`config.mk`:
```
export PLATFORM = sky130hd
export DESIGN_NAME = sirq_regbank
export DESIGN_NICKNAME = d
export VERILOG_FILES = /design/src/rtl/sirq_pkg.sv /design/src/rtl/sirq_ctrl.sv /design/src/rtl/sirq_dpath.sv /design/src/rtl/sirq_regbank.sv
export SDC_FILE = /design/constraint.sdc
export NUM_CORES = 1
export LEC_CHECK = 0
export BUFFER_PORTS_ARGS = -buffer_cell sky130_fd_sc_hd__buf_2
export CELL_PAD_IN_SITES_DETAIL_PLACEMENT = 0
export CELL_PAD_IN_SITES_GLOBAL_PLACEMENT = 2
export CORE_MARGIN = 2
export CORE_UTILIZATION = 25
export DETAILED_ROUTE_END_ITERATION = 6
export PLACE_DENSITY = 0.6
export SLEW_MARGIN = 15
export SYNTH_ARGS = -nofsm -noshare
export SYNTH_HDL_FRONTEND = slang
export SYNTH_HIERARCHICAL = 1
export SYNTH_SLANG_ARGS = --single-unit
```
`constraint.sdc`:
```
create_clock -name clk -period 3 [get_ports clk]
set_input_delay 0.45 -clock clk [delete_from_list [all_inputs] [get_ports clk]]
set_output_delay 0.45 -clock clk [all_outputs]
set_load 0.1 [all_outputs]
```
`src/rtl/sirq_pkg.sv`:
```
package sirq_pkg;
  localparam int DATA_W   = 64;
  localparam int ADDR_W   = 6;
  localparam int NUM_Q    = 8;
  localparam int Q_IDX_W  = $clog2(NUM_Q);

  localparam logic [ADDR_W-1:0] SEL_SOFT   = 6'd0;
  localparam logic [ADDR_W-1:0] SEL_SET    = 6'd1;
  localparam logic [ADDR_W-1:0] SEL_CLR    = 6'd2;
  localparam logic [ADDR_W-1:0] SEL_PIL    = 6'd3;
  localparam logic [ADDR_W-1:0] SEL_PSTATE = 6'd4;
  localparam logic [ADDR_W-1:0] SEL_TBA    = 6'd5;
  localparam logic [ADDR_W-1:0] SEL_VER    = 6'd6;
  localparam logic [ADDR_W-1:0] SEL_HS     = 6'd7;
  localparam logic [ADDR_W-1:0] SEL_Q0     = 6'd8;

  // write strobes from control to datapath
  typedef struct packed {
    logic               wrSoft;
    logic               wrSet;
    logic               wrClr;
    logic               wrPil;
    logic               wrPstate;
    logic               wrTba;
    logic               wrHs;
    logic               wrQ;
    logic [Q_IDX_W-1:0] qIdx;
  } wrStrobe_t;
endpackage

```
`src/rtl/sirq_ctrl.sv`:
```
module sirq_ctrl
  import sirq_pkg::*;
#(
  parameter int IE_BIT = 1
) (
  input  logic              clk,
  input  logic              rst_n,
  input  logic [ADDR_W-1:0] regSel,
  input  logic              wrEn,
  input  logic [DATA_W-1:0] wrData,
  input  logic [DATA_W-1:0] pilCur,
  input  logic              ieCur,
  output wrStrobe_t         st,
  output logic              reevalPulse,
  output logic              accessErr
);
  localparam logic [ADDR_W-1:0] Q_END = SEL_Q0 + ADDR_W'(NUM_Q);

  logic              isQ;
  logic [ADDR_W-1:0] qOff;
  logic              reevalNext;
  logic              errNext;

  assign isQ  = (regSel >= SEL_Q0) && (regSel < Q_END);
  assign qOff = regSel - SEL_Q0;

  always_comb begin
    st          = '0;
    errNext     = 1'b0;
    st.qIdx     = qOff[Q_IDX_W-1:0];
    if (wrEn) begin
      if (isQ) st.wrQ = 1'b1;
      else begin
        case (regSel)
          SEL_SOFT:   st.wrSoft   = 1'b1;
          SEL_SET:    st.wrSet    = 1'b1;
          SEL_CLR:    st.wrClr    = 1'b1;
          SEL_PIL:    st.wrPil    = 1'b1;
          SEL_PSTATE: st.wrPstate = 1'b1;
          SEL_TBA:    st.wrTba    = 1'b1;
          SEL_HS:     st.wrHs     = 1'b1;
          default:    errNext     = 1'b1;
        endcase
      end
    end
  end

  assign reevalNext = st.wrSoft | st.wrSet | st.wrClr | st.wrQ
                    | (st.wrPil && (wrData < pilCur))
                    | (st.wrPstate && wrData[IE_BIT] && !ieCur);

  always_ff @(posedge clk or negedge rst_n) begin
    if (!rst_n) begin
      reevalPulse <= 1'b0;
      accessErr   <= 1'b0;
    end else begin
      reevalPulse <= reevalNext;
      accessErr   <= errNext;
    end
  end


  err_needs_write_chk: assert property (@(posedge clk) disable iff (!rst_n)
    accessErr |-> $past(wrEn));

  direct_write_pulse_chk: assert property (@(posedge clk) disable iff (!rst_n)
    (wrEn && regSel == SEL_SOFT) |=> reevalPulse);

  pil_raise_quiet_chk: assert property (@(posedge clk) disable iff (!rst_n)
    (wrEn && regSel == SEL_PIL && wrData >= pilCur) |=> !reevalPulse);

  queue_write_pulse_chk: assert property (@(posedge clk) disable iff (!rst_n)
    (wrEn && isQ) |=> reevalPulse);
endmodule

```
`src/rtl/sirq_dpath.sv`:
```
module sirq_dpath
  import sirq_pkg::*;
#(
  parameter int TBA_LOW = 15,
  parameter int ID_BIT  = 11,
  parameter int N_WIN   = 8,
  parameter int MAX_TL  = 6,
  parameter int MAX_GL  = 3
) (
  input  logic              clk,
  input  logic              rst_n,
  input  wrStrobe_t         st,
  input  logic [DATA_W-1:0] wrData,
  input  logic [ADDR_W-1:0] regSel,
  input  logic              rdEn,
  output logic [DATA_W-1:0] rdData,
  output logic [DATA_W-1:0] softPend,
  output logic [DATA_W-1:0] pilLevel,
  output logic [DATA_W-1:0] pstateWord,
  output logic [DATA_W-1:0] trapBase,
  output logic [DATA_W-1:0] hstateWord
);
  localparam logic [DATA_W-1:0] TBA_MASK = ~((DATA_W'(1) << TBA_LOW) - DATA_W'(1));
  localparam logic [DATA_W-1:0] ID_MASK  = DATA_W'(1) << ID_BIT;
  localparam logic [DATA_W-1:0] VER_WORD = (DATA_W'(MAX_GL) << 16)
                                         | (DATA_W'(MAX_TL) << 8)
                                         | DATA_W'(N_WIN);

  logic [DATA_W-1:0] qPtr [NUM_Q];
  logic [DATA_W-1:0] rdMux;
  logic [ADDR_W-1:0] rdOff;

  always_ff @(posedge clk or negedge rst_n) begin
    if (!rst_n) begin
      softPend   <= '0;
      pilLevel   <= '0;
      pstateWord <= '0;
      trapBase   <= '0;
      hstateWord <= '0;
    end else begin
      if (st.wrSoft)        softPend <= wrData;
      else if (st.wrSet)    softPend <= softPend | wrData;
      else if (st.wrClr)    softPend <= softPend & ~wrData;
      if (st.wrPil)    pilLevel   <= wrData;
      if (st.wrPstate) pstateWord <= wrData;
      if (st.wrTba)    trapBase   <= wrData & TBA_MASK;
      if (st.wrHs)     hstateWord <= wrData | ID_MASK;
    end
  end

  always_ff @(posedge clk or negedge rst_n) begin
    if (!rst_n) begin
      for (int i = 0; i < NUM_Q; i++) qPtr[i] <= '0;
    end else if (st.wrQ) begin
      qPtr[st.qIdx] <= wrData;
    end
  end

  assign rdOff = regSel - SEL_Q0;

  always_comb begin
    rdMux = '0;
    if (regSel >= SEL_Q0 && regSel < SEL_Q0 + ADDR_W'(NUM_Q))
      rdMux = qPtr[rdOff[Q_IDX_W-1:0]];
    else begin
      case (regSel)
        SEL_SOFT, SEL_SET, SEL_CLR: rdMux = softPend;
        SEL_PIL:    rdMux = pilLevel;
        SEL_PSTATE: rdMux = pstateWord;
        SEL_TBA:    rdMux = trapBase & TBA_MASK;
        SEL_VER:    rdMux = VER_WORD;
        SEL_HS:     rdMux = hstateWord;
        default:    rdMux = '0;
      endcase
    end
  end

  assign rdData = rdEn ? rdMux : '0;


  set_alias_or_chk: assert property (@(posedge clk) disable iff (!rst_n)
    st.wrSet |=> ((softPend & $past(wrData)) == $past(wrData)));

  clr_alias_and_chk: assert property (@(posedge clk) disable iff (!rst_n)
    st.wrClr |=> ((softPend & $past(wrData)) == '0));

  hs_id_forced_chk: assert property (@(posedge clk) disable iff (!rst_n)
    st.wrHs |=> hstateWord[ID_BIT]);

  rd_idle_zero_chk: assert property (@(posedge clk) disable iff (!rst_n)
    !rdEn |-> (rdData == '0));
endmodule

```
`src/rtl/sirq_regbank.sv`:
```
module sirq_regbank
  import sirq_pkg::*;
#(
  parameter int IE_BIT  = 1,
  parameter int TBA_LOW = 15,
  parameter int ID_BIT  = 11,
  parameter int N_WIN   = 8,
  parameter int MAX_TL  = 6,
  parameter int MAX_GL  = 3
) (
  input  logic              clk,
  input  logic              rst_n,
  input  logic [ADDR_W-1:0] regSel,
  input  logic              wrEn,
  input  logic              rdEn,
  input  logic [DATA_W-1:0] wrData,
  output logic [DATA_W-1:0] rdData,
  output logic              reevalPulse,
  output logic              accessErr,
  output logic [DATA_W-1:0] softPend,
  output logic [DATA_W-1:0] pilLevel,
  output logic [DATA_W-1:0] pstateWord,
  output logic [DATA_W-1:0] trapBase,
  output logic [DATA_W-1:0] hstateWord
);
  wrStrobe_t st;

  sirq_ctrl #(.IE_BIT(IE_BIT)) ctrl_i (
    .clk(clk), .rst_n(rst_n), .regSel(regSel), .wrEn(wrEn), .wrData(wrData),
    .pilCur(pilLevel), .ieCur(pstateWord[IE_BIT]), .st(st),
    .reevalPulse(reevalPulse), .accessErr(accessErr)
  );

  sirq_dpath #(.TBA_LOW(TBA_LOW), .ID_BIT(ID_BIT), .N_WIN(N_WIN),
               .MAX_TL(MAX_TL), .MAX_GL(MAX_GL)) dpath_i (
    .clk(clk), .rst_n(rst_n), .st(st), .wrData(wrData), .regSel(regSel),
    .rdEn(rdEn), .rdData(rdData), .softPend(softPend), .pilLevel(pilLevel),
    .pstateWord(pstateWord), .trapBase(trapBase), .hstateWord(hstateWord)
  );
endmodule

```
==> flow_metrics.tcl, run 1 <==
set metrics [dict create \
    die_w_um 401 \
    ys_warn_count 6 \
    p_clk_share_pct 34.4 \
    clock-sinks 819 \
    cp_top_family "compound AO/OA/AOI/OAI gates" \
    start_util_pct 25.2 \
    grt_pass1_vias 28300 \
    critPathBufInv 1 \
    synth_xor_area_share_pct 0 \
    first_pass_iters 5 \
    hold_violations 0 \
    p_int_mw 22.7 \
    ys_types 67 \
    core_um2 156000 \
    power_frac_comb_pct 27.8 \
    critPathKind "register to output port" \
    tightest_slew_ns 0.977 \
    avgSynthCellArea_um2 13.8 \
    post-route-util_pct 32.9 \
    synthArstFlopShare_pct 100 \
    synth_seq_area_share_pct 52.0 \
    numCtsBuffers 100 \
    crit_path_max_fanout 2 \
    synth-simple-area-share_pct 2.95 \
    crit_path_max_incr_delay_ns 0.37 \
    finalNonFillerCells 5568 \
    dp_hpwl_um 99600 \
    ys.flop_type "dfrtp_1" \
    final_cell_area_um2 51500 \
    critPathLaunchType "register" \
    layout-drive-gt1-share_pct 53.0 \
    die_h_um 401 \
    grt_usage_pct 18.3 \
    grt_first_pass_wirelength_um 215000 \
    wl_per_cell_um 26.5 \
    port_buffers 444 \
    crit_required_ns 2.55 \
    p_sw_share_pct 37.3 \
    ys_ff_latch 819 \
    pre_cts_ws_ns -0.135 \
    hold_ws_ns 0.128 \
    finalWirelength_um 148000 \
    synth_top_family_by_area "multiplexers" \
    ioPinCount 460 \
    worst_hold_path_type "primary input to register" \
    routed_via_density 4.81 \
    cp_common_cell "a221o_1" \
    slew_violations 0 \
    ir_drop_v 0.000439 \
    muxShareOfSynthArea_pct 31.6 \
    cp.arrival_ns 2.45 \
    p_leak_nw 23.9 \
    antennaDiodeCount 0 \
    drt_iter0_markers 1385 \
    fin_skew_ns 0.0312 \
    antenna_found_initial 10 \
    layout.nets 3567 \
    cp_cell_sequence "mux2_1 -> a221o_1 -> a221o_1 -> and3_4 -> buf_12" \
    drv_cap 0 \
    rsz0062_at_grt "false" \
    gp_congestion 0.742 \
    p_per_area_nw_per_um2 702 \
    final_cell_mix "814 x dfrtp_1, 748 x mux2_2, 375 x buf_2" \
    r2r_start "dpath_i/pilLevel[38]" \
    grt_max_degree 101 \
    outcome "finished clean" \
    relSlewSlack_pct 34.2 \
    min_from "wrData[42]" \
    r2r_setup_slack_ns 0.18 \
    final.min_clock_period_ns 2.90 \
    synth-compound-area-share_pct 7.48 \
    clkSlewWorstSetupHoldPaths_ns 0.06 \
    synth-edff-count 0 \
    synth_fa_ha_area_share_pct 2.00 \
    place_area_um2 48100 \
    drtAntennaViolNets 0 \
    clock.fmax_ghz 0.345 \
    cts_root_buf "clkbuf_16" \
    num_rows 145 \
    critPathSlowestCell "dfrtp_1" \
    areaGrowthSynthToFinish_pct 30.7 \
    synthCells 2848 \
    power.total_mw 36.2 \
    fin_ws_ns 0.0981 \
    setup_viol 0 \
    num_vias 26800 \
    switching_power_mw 13.5 \
    fin_crit_sh_pct 96.7 \
    layout_commonest_cell "dfrtp_1" \
    crit_start "dpath_i/qPtr[266]" \
    seq_power_share_pct 37.7 \
    post-route-drc-count 0 \
    htreeDepth 3 \
    endpoint_kind "output port" \
    placed_cells 5383 \
    tns_ns 0 \
    cts_tree "yes" \
    die_area_um2 161000 \
    post-cts-setup-buffers 0 \
    cts.path.max_buffers 3 \
    synthesis.area_um2 39400 \
    grt_overflow 0 \
    clkLatencyLatePin_ns 0.73 \
]
## state kept, by name (all words and copies together) (netlist names), named ones only
signal / flops
dpath_i/pilLevel: 64
dpath_i/trapBase: 49
ctrl_i/reevalPulse: 1
dpath_i/hstateWord: 64
dpath_i/pstateWord: 64
ctrl_i/accessErr: 1
dpath_i/qPtr: 512
## synthesized netlist by cell type (6+ instances only)
| library cell | instances | area, µm² |
|---|---|---|
| dfrtp_1 | 819 | 20500 |
| mux2_2 | 748 | 8420 |
| clkbuf_1 | 165 | 619 |
| mux2i_1 | 139 | 1390 |
| mux4_2 | 104 | 2340 |
| nand2_1 | 89 | 334 |
| a21oi_1 | 78 | 390 |
| a211oi_1 | 77 | 578 |
| inv_1 | 65 | 244 |
| a32o_1 | 64 | 641 |
| ha_1 | 63 | 788 |
| buf_2 | 62 | 310 |
| buf_4 | 41 | 308 |
| nor2b_1 | 34 | 213 |
| o22a_1 | 30 | 263 |
| mux2_1 | 26 | 293 |
| a31oi_1 | 22 | 138 |
| a22oi_1 | 21 | 158 |
| a221oi_1 | 16 | 140 |
| and2_1 | 12 | 75.1 |
| buf_1 | 12 | 45.0 |
| o2bb2ai_1 | 12 | 105 |
| nand4_1 | 11 | 68.8 |
| nor2_1 | 11 | 41.3 |
| o221a_1 | 11 | 124 |
| nand3_1 | 10 | 50.1 |
| o21ai_0 | 9 | 45.0 |
| o21ai_1 | 9 | 45.0 |
| nand2b_1 | 8 | 50.1 |
| o311a_1 | 7 | 70.1 |
| a21o_1 | 6 | 45.0 |
| o221ai_1 | 6 | 52.6 |
## final timing paths
path                                             end  cells after the start
worst max register to register    ctrl_i/reevalPulse                      9
worst min register to register     dpath_i/qPtr[335]                      1
max in group asynchronous          dpath_i/qPtr[332]                      4
worst max-delay path                      rdData[10]                      5
min in group asynchronous       dpath_i/pilLevel[24]                      2
worst min-delay path            dpath_i/pilLevel[42]                      2
## cell families (layout without fill, tap and decap cells)
kind of cell / Yosys count / in the layout
adders and majority gates: 63 / 63
muxes: 1017 / 1017
AOI/OAI and AO/OA: 384 / 384
DFF: 819 / 819
other: 1 / 15
and+or+nand+nor: 215 / 215
buffers and inverters: 349 / 997
## power groups by stage
stage               logic [mW]  clock network [mW]  registers [mW]
detailed placement        10.1                   0            13.8
global route              10.5                13.3            13.8
floorplan                 3.15                   0            18.1
global placement          10.1                   0            13.8
finish                    10.1                12.4            13.6
CTS                       10.2                12.9            13.7
## layer usage
| metal | GRT usage (%) | vias to the layer above | share of wire, % |
|---|---|---|---|
| li1 | - | 11800 | - |
| met5 | 0 | - | 0.0088 |
| met4 | 4.39 | 2 | 2.0 |
| met2 | 29.5 | 539 | 47 |
| met1 | 25.3 | 14300 | 47 |
| met3 | 3.27 | 149 | 4.1 |
## area by class of cell
cell class              instances  area (µm²)
inverters                      66         250
multi-input cells            1694       18300
repair buffers                749        6540
fillers                     15700      105000
flip-flops and latches        819       20500
clock buffers                 153        3010
well taps                    2058        2570
clock inverters                29         335
## timing repair
item                                   4_1_cts  5_1_grt
hold buffers                                 3        0
pin swaps                                    1        1
resized for setup                            7        6
setup endpoints to repair                    5        6
endpoints found under the hold margin       53        0
No activity file was read; power rests on OpenSTA's default activity.
==> run 2, diff against run 1 <==
==> constraint.sdc (replaced) <==
create_clock -name clk -period 2.7 [get_ports clk]
set_input_delay 0.405 -clock clk [delete_from_list [all_inputs] [get_ports clk]]
set_output_delay 0.405 -clock clk [all_outputs]
set_load 0.1 [all_outputs]
==> run 2 against run 1 <==
Net effect:
- the run now ends with setup timing left
- routed wire length fell by 0.30%
- critical path type unchanged
- sequential power rose by 12%
- via count rose by 2.2%
- setup slack got worse by 0.19 ns
- combinational power rose by 14%
- core utilization rose by 1.3 points
- register-to-register slack got worse by 0.10 ns
- die area did not move
==> flow_metrics.tcl, run 2 (same netlist as run 1, synthesis figures left out) <==
set metrics [dict create \
    outcome "finished, violations left" \
    violations "setup timing" \
    regArea_um2 20600 \
    seq_power_share_pct 36.9 \
    critPathBufInv 1 \
    clkSlewWorstSetupHoldPaths_ns 0.06 \
    slew_violations 0 \
    grtUsageMet1_pct 24.7 \
    min_delay_path_depth 3 \
    drt_iter0_markers 1362 \
    min_from "wrData[0]" \
    grt_usage_pct 18.0 \
    grt_pass1_vias 29000 \
    switching_power_mw 15.0 \
    die_w_um 401 \
    critPathSlowestCell "dfrtp_1" \
    cp_top_family "compound AO/OA/AOI/OAI gates" \
    num_rows 145 \
    placed_cells 5494 \
    grt_max_degree 83 \
    endpoint_kind "output port" \
    die_h_um 401 \
    antenna_found_initial 7 \
    power_frac_comb_pct 27.9 \
    start_util_pct 25.2 \
    p_sw_share_pct 36.4 \
    final_cell_area_um2 53500 \
    dp_hpwl_um 102000 \
    final_cell_mix "780 x dfrtp_1, 748 x mux2_2, 374 x buf_2" \
    cts.path.max_buffers 3 \
    final.min_clock_period_ns 2.79 \
    r2r_setup_slack_ns 0.08 \
    layout_commonest_cell "dfrtp_1" \
    rsz0062_at_grt "true" \
    crit_required_ns 2.30 \
    p_leak_nw 24.7 \
    port_buffers 444 \
    top_register "dpath_i/qPtr" \
    first_pass_iters 5 \
    die_area_um2 161000 \
    critPathKind "register to output port" \
    layout-drive-gt1-share_pct 57.7 \
    clock-sinks 819 \
    areaGrowthSynthToFinish_pct 35.9 \
    wl_per_cell_um 25.9 \
    r2r_cells 8 \
    finalNonFillerCells 5698 \
    use_met3_pct 3.43 \
    hold_violations 0 \
    post-route-drc-count 0 \
    numCtsBuffers 99 \
    ioPinCount 460 \
    grtUsageMet2_pct 29.1 \
    worst_hold_path_type "primary input to register" \
    grt_first_pass_wirelength_um 214000 \
    layout.nets 3689 \
    ir_drop_v 0.000495 \
    rr_endpoint "ctrl_i/reevalPulse" \
    cp_cell_sequence "mux2_4 -> a221o_1 -> a221o_1 -> and3_4 -> buf_12" \
    p_clk_share_pct 35.1 \
    cp.arrival_ns 2.38 \
    fin_crit_sh_pct 103 \
    tightest_slew_ns 0.676 \
    relSlewSlack_pct 54.9 \
    cts_root_buf "clkbuf_16" \
    largest_reg_flops 512 \
    htreeDepth 3 \
    drtAntennaViolNets 0 \
    gp_congestion 0.766 \
    fin_skew_ns 0.0226 \
    routed_via_density 4.80 \
    cts_tree "yes" \
    p_per_area_nw_per_um2 769 \
    critPathLaunchType "register" \
    num_vias 27400 \
    p_int_mw 26.2 \
    r2r_start "dpath_i/pilLevel[63]" \
    setup_viol 8 \
    drv_cap 0 \
    clock.fmax_ghz 0.359 \
    place_area_um2 49300 \
    crit_path_max_incr_delay_ns 0.37 \
    grt-busiest-layer "met2" \
    multi_input_area_um2 18800 \
    core_um2 156000 \
    clkLatencyLatePin_ns 0.71 \
    nFillCells 15500 \
    cp_common_cell "a221o_1" \
    crit_path_max_fanout 2 \
    finalWirelength_um 147000 \
    grt_overflow 0 \
    fin_ws_ns -0.0870 \
]
==> run 2: changes by cell type in the layout (fill, tap and decap cells not counted), sizes merged <==
cell / delta
diode: +3
buf: +121
dlygate4sd3: -1
clkbuf: -8
clkinvlp: +3
bufinv: +10
clkinv: +8
inv: -6
==> run 2: repair_timing <==
item,CTS,global route
pin swaps,58,17
resized for setup,74,47
setup endpoints to repair,60,53
setup buffers,9,6
hold endpoints to repair,26,0
cloned,0,3
hold buffers,2,0
==> run 2: how the worst max path moves through the flow <==
stage	startpoint	endpoint	slack, ns	cells after the start
floorplan	regSel[3]	rdData[57]	-0.02	7
global placement	wrData[63]	ctrl_i/reevalPulse	-0.42	9
CTS	dpath_i/qPtr[7]	rdData[7]	-0.19	6
finish	dpath_i/qPtr[330]	rdData[10]	-0.09	5
detailed placement	wrData[63]	ctrl_i/reevalPulse	-0.46	9
global route	dpath_i/qPtr[330]	rdData[10]	-0.18	5
==> run 2: metal layers <==
layer,up-vias,share of wire [%]
met3,166,4.5
met4,0,2.4
met5,-,0
met2,614,47
li1,12000,-
met1,14600,46
==> run 2: tightest hold or removal path, stage by stage <==
cell and delay, ns:
buf_2 0.09, buf_4 0.18, a32o_1 0.14
==> run 2: final cells by class <==
type                            count  area share [%]
Antenna cell                        3          0.0140
Clock inverter                     44            1.18
Tap cell                         2058            4.81
Inverter                           66           0.467
Sequential cell                   819            38.4
Timing Repair Buffer              872            14.6
Multi-Input combinational cell   1694            35.1
Clock buffer                      142            5.40
==> run 2: power groups by stage <==
stage	sequential [mW]	combinational [mW]	clock, mW
finish	15.2	11.5	14.5
global route	15.4	12.0	15.4
CTS	15.2	11.5	14.9
detailed placement	15.4	11.4	0
global placement	15.4	11.3	0
floorplan	20.1	3.53	0
==> run 2: per-stage QoR <==
step	utilization, %	hold WS [ns]	setup WS (ns)	total power, mW	setup TNS, ns
2_1_floorplan	-	0.109	-0.0233	23.6	-0.194
3_3_place_gp	31.5	0.453	-0.423	26.7	-4.40
3_5_place_dp	31.5	0.447	-0.461	26.8	-4.12
4_1_cts	34.0	0.0594	-0.189	41.7	-2.34
5_1_grt	34.2	0.104	-0.184	42.9	-3.20
6_report	34.2	0.141	-0.0870	41.2	-0.261
==> run 3, diff against run 2 <==
--- a/config.mk
+++ b/config.mk
@@ -15,5 +15,4 @@
 export SLEW_MARGIN = 15
 export SYNTH_ARGS = -nofsm -noshare
 export SYNTH_HDL_FRONTEND = slang
-export SYNTH_HIERARCHICAL = 1
 export SYNTH_SLANG_ARGS = --single-unit
==> constraint.sdc (replaced) <==
create_clock -name clk -period 3.2 [get_ports clk]
set_input_delay 0.48 -clock clk [delete_from_list [all_inputs] [get_ports clk]]
set_output_delay 0.48 -clock clk [all_outputs]
set_load 0.1 [all_outputs]
==> run 3 against run 2 <==
Net effect:
- via count shrank 6.7%
- largest power group unchanged
- the flow finishes with violations (DRC)
- die area shrank 1.9%
- design area shrank 9.5%
- largest cell class unchanged
==> flow_metrics.tcl, run 3 <==
set metrics [dict create \
    regArea_um2 20500 \
    synthArstFlopShare_pct 100 \
    critPathBufInv 4 \
    die_w_um 397 \
    min_from "wrData[0]" \
    finalWirelength_um 134000 \
    crit_required_ns 2.72 \
    largest_reg_flops 512 \
    p_leak_nw 22.7 \
    areaGrowthSynthToFinish_pct 25.4 \
    clkSlewWorstSetupHoldPaths_ns 0.06 \
    ys_warn_count 0 \
    worst_hold_path_type "primary input to register" \
    synth_top_area_cell "dfrtp_1" \
    grt_overflow 0 \
    rr_endpoint "ctrl_i.reevalPulse" \
    grtUsageMet1_pct 22.8 \
    violations "DRC" \
    critPathSlowestCell "and2_2" \
    gp_congestion 0.743 \
    layout_commonest_cell "dfrtp_1" \
    numCtsBuffers 97 \
    grt-busiest-layer "met2" \
    top_register "dpath_i.qPtr" \
    routed_via_density 4.79 \
    ir_drop_v 0.000369 \
    cp.arrival_ns 2.43 \
    r2r_setup_slack_ns 0.45 \
    nFillCells 15500 \
    ys.flop_type "dfrtp_1" \
    endpoint_kind "output port" \
    clock-sinks 819 \
    ys_top_cells_by_area "dfrtp_1 53%, mux2_2 21%, mux4_2 7.5%" \
    p_clk_share_pct 34.8 \
    p_sw_share_pct 36.3 \
    post-route-drc-count 6 \
    final_cell_mix "819 x dfrtp_1, 717 x mux2_2, 377 x buf_2" \
    power_frac_comb_pct 26.3 \
    yosysMostFrequentCell "dfrtp_1" \
    synth_seq_area_share_pct 53.0 \
    dp_hpwl_um 89900 \
    synth-edff-count 0 \
    r2r_cells 8 \
    use_met3_pct 3.36 \
    die_area_um2 158000 \
    cts.path.max_buffers 3 \
    core_um2 154000 \
    cts_tree "yes" \
    r2r_start "dpath_i.pilLevel[63]" \
    rsz0062_at_grt "false" \
    min_delay_path_depth 2 \
    setup_viol 0 \
    critPathKind "primary input to output port" \
    grt_usage_pct 16.8 \
    num_vias 25500 \
    post-cts-setup-buffers 0 \
    antenna_found_initial 8 \
    wl_per_cell_um 25.2 \
    tns_ns 0 \
    hold_violations 0 \
    start_util_pct 25.1 \
    drt_iter0_markers 1622 \
    synthesis.area_um2 38700 \
    num_rows 144 \
    cts.hold.buffers_added 1 \
    crit_path_max_incr_delay_ns 0.38 \
    die_h_um 397 \
    fin_crit_sh_pct 91.0 \
    grt_max_degree 93 \
    synthCells 2754 \
    layout-drive-gt1-share_pct 49.7 \
    switching_power_mw 12.0 \
    relSlewSlack_pct 42.6 \
    synth_top_area_share_pct 53.0 \
    cts_root_buf "clkbuf_16" \
    grt_first_pass_wirelength_um 196000 \
    clock.fmax_ghz 0.343 \
    ys_ff_latch 819 \
    seq_power_share_pct 38.9 \
    cp_cell_sequence "buf_6 -> and2_2 -> nor2_4 -> buf_12 -> a222oi_1 -> o21ai_0 -> buf_4 -> o21a_1 -> buf_12" \
    first_pass_iters 7 \
    ioPinCount 460 \
    final.min_clock_period_ns 2.91 \
    multi_input_area_um2 16800 \
    crit_path_max_fanout 42 \
    avgSynthCellArea_um2 14.0 \
    p_per_area_nw_per_um2 680 \
    p_int_mw 21.0 \
    slew_violations 0 \
    ys_types 51 \
    clkLatencyLatePin_ns 0.70 \
    drtAntennaViolNets 0 \
    cp_top_family "buffers and inverters" \
    critPathLaunchType "primary input" \
    port_buffers 444 \
    tightest_slew_ns 0.862 \
    grt_pass1_vias 26900 \
    final_cell_area_um2 48500 \
    layout.nets 3338 \
    fin_skew_ns 0.0239 \
    grtUsageMet2_pct 27.5 \
    yosys-top-cells-count "819 x dfrtp_1, 717 x mux2_2, 145 x o21ai_0" \
    worstHoldEndpoint "dpath_i.pilLevel[0]" \
    place_area_um2 45100 \
    outcome "finished, violations left" \
    htreeDepth 3 \
    post_cts_resized 0 \
    drv_cap 0 \
    cp_common_cell "buf_12" \
]
[run 3: changes by cell type in the layout (fill, tap and decap cells not counted), moves of 56 or more]
cell / delta
buf_4: -210
o21ai_0: +136
a22o_1: +64
a32o_1: -64
mux2i_1: -61
a222oi_1: +56
[run 3: logic make-up after synthesis]
family                     after synthesis  synth area share [%]
AOI/OAI and AO/OA                      421                  7.67
muxes                                  949                  31.1
adders and majority gates               63                  2.04
DFF                                    819                  53.0
and+or+nand+nor                        170                  2.24
buffers and inverters                  331                  3.87
other                                    1               0.00970
[run 3: area by class of cell]
| class | instances | share of cell area, % |
|---|---|---|
| Clock buffer | 147 | 6.00 |
| Clock inverter | 31 | 0.831 |
| Multi-Input combinational cell | 1618 | 34.8 |
| Sequential cell | 819 | 42.3 |
| Inverter | 66 | 0.511 |
| Antenna cell | 3 | 0.0155 |
| Tap cell | 2044 | 5.28 |
| Timing Repair Buffer | 599 | 10.3 |
[run 3: how the worst max path moves through the flow]
stage,from,end,cells past startpoint
after floorplan,regSel[1],rdData[55],9
after global placement,regSel[0],rdData[48],7
after detailed placement,regSel[0],rdData[48],7
after CTS,regSel[0],rdData[48],7
after global routing,dpath_i.qPtr[0],rdData[0],5
final,regSel[1],rdData[63],9
[run 3: routing by layer]
layer	share of wire, %	routed length [µm]
met1	45	59800
met2	48	64500
met3	5.5	7400
met4	1.9	2590
met5	0	0
[run 3: per-stage QoR]
| stage | power, mW | hold slack [ns] | setup slack, ns | utilization (%) | instances |
|---|---|---|---|---|---|
| floorplan | 19.4 | 0.184 | 0.201 | - | 2768 |
| global placement | 21.7 | 0.465 | 0.247 | 29.3 | 5145 |
| detailed placement | 21.7 | 0.473 | 0.220 | 29.3 | 5145 |
| CTS | 33.5 | 0.109 | 0.214 | 31.5 | 5324 |
| global route | 34.3 | 0.179 | 0.0964 | 31.5 | 5325 |
| finish | 33.0 | 0.204 | 0.287 | 31.5 | 5327 |
[run 3: power by group through the flow]
stage	logic, mW	clock network (mW)	registers, mW
finish	8.67	11.5	12.8
global route	9.08	12.3	13.0
CTS	8.77	11.9	12.8
detailed placement	8.75	0	13.0
global placement	8.69	0	13.0
floorplan	2.66	0	16.7
